<file path="config.mk">
export PLATFORM = sky130hd
export DESIGN_NAME = bcd_digit_counter
export DESIGN_NICKNAME = d
export VERILOG_FILES = /design/src/rtl/bcd_pkg.sv /design/src/rtl/bcd_ctrl.sv /design/src/rtl/bcd_datapath.sv /design/src/rtl/bcd_digit_counter.sv
export SDC_FILE = /design/constraint.sdc
export NUM_CORES = 1
export LEC_CHECK = 0
export BUFFER_PORTS_ARGS = -buffer_cell sky130_fd_sc_hd__buf_2
export CORE_AREA = 2 2 39 41
export CTS_CLUSTER_SIZE = 12
export DETAILED_ROUTE_END_ITERATION = 10
export DIE_AREA = 0 0 41 43
export PLACE_DENSITY = 0.64
export RECOVER_POWER = 25
export SLEW_MARGIN = 20
export SYNTH_ARGS = -nofsm -noshare
export SYNTH_HDL_FRONTEND = slang
export SYNTH_SLANG_ARGS = --single-unit
</file>
<file path="constraint.sdc">
create_clock -name clk -period 1.65 [get_ports clk]
set_input_delay 0.0825 -clock clk [delete_from_list [all_inputs] [get_ports clk]]
set_output_delay 0.0825 -clock clk [all_outputs]
set_load 0.05 [all_outputs]
</file>
<file path="src/rtl/bcd_pkg.sv">
package bcd_pkg;
  localparam int DIGIT_W   = 4;
  localparam int LAST_CODE = 9;

  typedef logic [DIGIT_W-1:0] digit_t;

  typedef struct packed {
    logic clear;
    logic load;
    logic advance;
  } digitStrobes_t;

  function automatic digit_t successor(input digit_t cur);
    digit_t nxt;
    if (cur < digit_t'(LAST_CODE))       nxt = cur + digit_t'(1);
    else if (cur == digit_t'(LAST_CODE)) nxt = '0;
    else begin
      case (cur)
        digit_t'(10): nxt = digit_t'(11);
        digit_t'(11): nxt = digit_t'(6);
        digit_t'(12): nxt = digit_t'(13);
        digit_t'(13): nxt = digit_t'(4);
        digit_t'(14): nxt = digit_t'(15);
        default:      nxt = digit_t'(2);
      endcase
    end
    return nxt;
  endfunction
endpackage

</file>
<file path="src/rtl/bcd_ctrl.sv">
module bcd_ctrl
  import bcd_pkg::*;
(
  input  logic          clrN,
  input  logic          loadN,
  input  logic          enP,
  input  logic          enT,
  output digitStrobes_t strobes
);
  always_comb begin
    strobes         = '0;
    strobes.clear   = ~clrN;
    strobes.load    = clrN & ~loadN;
    strobes.advance = clrN & loadN & enP & enT;
  end
endmodule

</file>
<file path="src/rtl/bcd_datapath.sv">
module bcd_datapath
  import bcd_pkg::*;
(
  input  logic          clk,
  input  logic          rstN,
  input  digitStrobes_t strobes,
  input  logic          enT,
  input  digit_t        dataIn,
  output digit_t        digitQ,
  output logic          carry
);
  digit_t digitD;

  always_comb begin
    digitD = digitQ;
    if (strobes.clear)        digitD = '0;
    else if (strobes.load)    digitD = dataIn;
    else if (strobes.advance) digitD = successor(digitQ);
  end

  always_ff @(posedge clk or negedge rstN) begin
    if (!rstN) digitQ <= '0;
    else       digitQ <= digitD;
  end

  assign carry = enT & (digitQ == digit_t'(LAST_CODE));
endmodule

</file>
<file path="src/rtl/bcd_digit_counter.sv">
module bcd_digit_counter
  import bcd_pkg::*;
(
  input  logic               clk,
  input  logic               rstN,
  input  logic               clrN,
  input  logic               loadN,
  input  logic               enP,
  input  logic               enT,
  input  logic [DIGIT_W-1:0] dataIn,
  output logic [DIGIT_W-1:0] count,
  output logic               carryOut
);
  digitStrobes_t strobes;

  bcd_ctrl uCtrl (
    .clrN    (clrN),
    .loadN   (loadN),
    .enP     (enP),
    .enT     (enT),
    .strobes (strobes)
  );

  bcd_datapath uPath (
    .clk     (clk),
    .rstN    (rstN),
    .strobes (strobes),
    .enT     (enT),
    .dataIn  (dataIn),
    .digitQ  (count),
    .carry   (carryOut)
  );
endmodule

</file>
==> results.sh <==
export IMPL_outcome="complete, but fails checks"
export IMPL_violations="setup timing"
export IMPL_place_ws_ps=-32.4
export IMPL_clockBufferDepth=2
export IMPL_initial_core_util=0.274
export IMPL_cts_tree="yes"
export IMPL_diodes=0
export IMPL_final_hold_viol_count=0
export IMPL_area_growth_pct=46.9
export IMPL_p_switching_mw=0.138
export IMPL_final_nets=84
export IMPL_clockPowerShare=0.348
export IMPL_synth_cell_types=25
export IMPL_yosys_warnings=0
export IMPL_swShare=0.352
export IMPL_clk_pin_slew_ps=40
export IMPL_clockRootBuffer="clkbuf_4"
export IMPL_place_congestion=0.800
export IMPL_vdd_ir_drop_max_mv=0.416
export IMPL_rsz0062_at_grt="true"
export IMPL_setup_viol=1
export IMPL_numCtsBuffers=3
export IMPL_gr_total_overflow=0
export IMPL_grt_pass1_wl_um=1640
export IMPL_regMostFlops="uPath.digitQ"
export IMPL_clock_sinks=4
export IMPL_fin_crit_sh=1.02
export IMPL_start_kind="flip-flop"
export IMPL_worstPathRequired_ps=1760
export IMPL_h_tree_depth=1
export IMPL_hold_path_class="in -> reg"
export IMPL_layout_common_cells="13 x buf_2, 6 x nand2_1, 4 x buf_4, 3 x o21ai_0, 3 x clkbuf_4"
export IMPL_drt_iter0_markers=2
export IMPL_io_pins=15
export IMPL_drc_errors=0
export IMPL_seq_power_share=0.303
export IMPL_insertion_delay_ps=240
export IMPL_critical_path_endpoint_type="flip-flop"
export IMPL_drive_above_1_share=0.449
export IMPL_layout_commonest_cell="buf_2"
export IMPL_synth_cells=47
export IMPL_drt_pass1_iter_count=4
export IMPL_fin_crit_ps=1680
export IMPL_rows=14
export IMPL_arrival_ps=1790
export IMPL_timing_slew_headroom=0.820
export IMPL_vias=426
export IMPL_tns_ps=-33.9
export IMPL_syn_nets=61
export IMPL_drt_total_wl_um=1000
export IMPL_worst_hold_slack_ps=107
export IMPL_worstSetupPathType="reg -> reg"
export IMPL_cp_max_fo=3
export IMPL_worst_slew_pin_slew_ps=267
export IMPL_wl_per_cell_um=11.8
export IMPL_largestRegisters="uPath.digitQ x4"
export IMPL_antenna_found_initial=0
export IMPL_hpwl_um=789
export IMPL_io_buffers=14
export IMPL_p_leak_nw=0.257
export IMPL_grt_start_max_net_pins=12
export IMPL_ys_seq_elements=4
export IMPL_synth_area_per_cell_sq_um=8.07
export IMPL_antenna_left=0
export IMPL_core_area_sq_mm=0.00138
export IMPL_dieWidth_um=41
export IMPL_syn_area_sq_um=379
export IMPL_via_per_inst=5.01
export IMPL_slew_viol_final=0
export IMPL_largest_reg_flops=4
export IMPL_grt_pass1_vias=410
export IMPL_drv_cap=0
export IMPL_final_core_util=0.402
export IMPL_grt_use_total=0.138
export IMPL_combPwrFrac=0.349
export IMPL_ys_seq_area_frac=0.264
export IMPL_dieHeight_um=43
export IMPL_finClkSkew_ps=0.563
export IMPL_dieArea_sq_mm=0.00176
export IMPL_max_freq_mhz=594
export IMPL_power_density_mw_per_mm2=705
export IMPL_intPower_mw=0.254
export IMPL_setup_ws_ps=-33.9
## cell families after synthesis
kind of cell	synth area share
AO/OA/AOI/OAI	0.287
adder cells (fa/ha/maj)	0.132
buffers and inverters	0.0594
flip-flops	0.264
AND/OR/NAND/NOR	0.257
## synthesized netlist by cell type, drive strengths merged
library cell | count | area share
o2111ai | 1 | 0.023
inv | 4 | 0.040
and2b | 1 | 0.020
nand2 | 6 | 0.059
and2 | 1 | 0.017
a31o | 1 | 0.023
ha | 4 | 0.13
nand3 | 2 | 0.026
o21ai | 3 | 0.040
nor2 | 3 | 0.030
o211ai | 1 | 0.020
or2b | 2 | 0.046
a22oi | 1 | 0.020
o21bai | 1 | 0.020
or4b | 1 | 0.026
nand2b | 1 | 0.017
a21boi | 1 | 0.020
a31oi | 2 | 0.033
o21a | 1 | 0.020
a211oi | 1 | 0.020
buf | 1 | 0.020
dfrtp | 4 | 0.26
a221oi | 1 | 0.023
nor2b | 1 | 0.017
a21oi | 2 | 0.026
## final cells by class
| class | count | area, sq um |
|---|---|---|
| clock buffers | 4 | 26.3 |
| fillers | 144 | 827 |
| well taps | 16 | 20.0 |
| multi-input cells | 38 | 282 |
| repair buffers | 19 | 109 |
| inverters | 4 | 17.5 |
| flip-flops and latches | 4 | 103 |
## through the flow
stage	total power [mW]	cell area (sq um)	std cells
floorplan	0.206	407	47
global placement	0.246	504	78
detailed placement	0.249	504	78
CTS	0.400	556	85
global route	0.424	557	85
finish	0.393	557	85
## final timing paths
| check | from | to | slack, ps | cells past startpoint |
|---|---|---|---|---|
| worst max register to register | uPath.digitQ[1]$_DFFE_PN0P_ | uPath.digitQ[2]$_DFFE_PN0P_ | -30 | 6 |
| worst min register to register | uPath.digitQ[2]$_DFFE_PN0P_ | uPath.digitQ[2]$_DFFE_PN0P_ | 660 | 2 |
| min in group asynchronous | rstN | uPath.digitQ[2]$_DFFE_PN0P_ | 210 | 2 |
| max in group asynchronous | rstN | uPath.digitQ[0]$_DFFE_PN0P_ | 1220 | 2 |
| worst max-delay path | uPath.digitQ[1]$_DFFE_PN0P_ | uPath.digitQ[2]$_DFFE_PN0P_ | -30 | 6 |
| worst min-delay path | clrN | uPath.digitQ[0]$_DFFE_PN0P_ | 110 | 2 |
## critical path, cell delays in order (launching register included)
cell	delay, ps
dfrtp_2	390
inv_4	50
ha_2	180
or4b_1	500
a31o_1	220
o2111ai_1	100
a31oi_1	120
## power groups by stage
stage | sequential (mW) | clock, mW | combinational (mW)
2_1_floorplan | 0.147 | 0 | 0.0593
3_3_place_gp | 0.120 | 0 | 0.126
3_5_place_dp | 0.120 | 0 | 0.129
4_1_cts | 0.118 | 0.144 | 0.137
5_1_grt | 0.120 | 0.152 | 0.152
6_report | 0.119 | 0.137 | 0.137
## routing by layer
| layer | up-vias | share of wire | global-route usage |
|---|---|---|---|
| li1 | 214 | - | - |
| met2 | 17 | 0.45 | 0.200 |
| met3 | 2 | 0.070 | 0.0628 |
| met1 | 193 | 0.46 | 0.168 |
| met5 | - | 0 | 0 |
| met4 | 0 | 0.018 | 0.0600 |
## what timing repair did
| action | 4_1_cts | 5_1_grt |
|---|---|---|
| resized for setup | 0 | 1 |
| cloned | 0 | 0 |
| hold endpoints to repair | 4 | 0 |
| setup buffers | 2 | 0 |
| setup endpoints to repair | 1 | 1 |
| hold buffers | 1 | 0 |
Power figures use the tool's default switching activity.
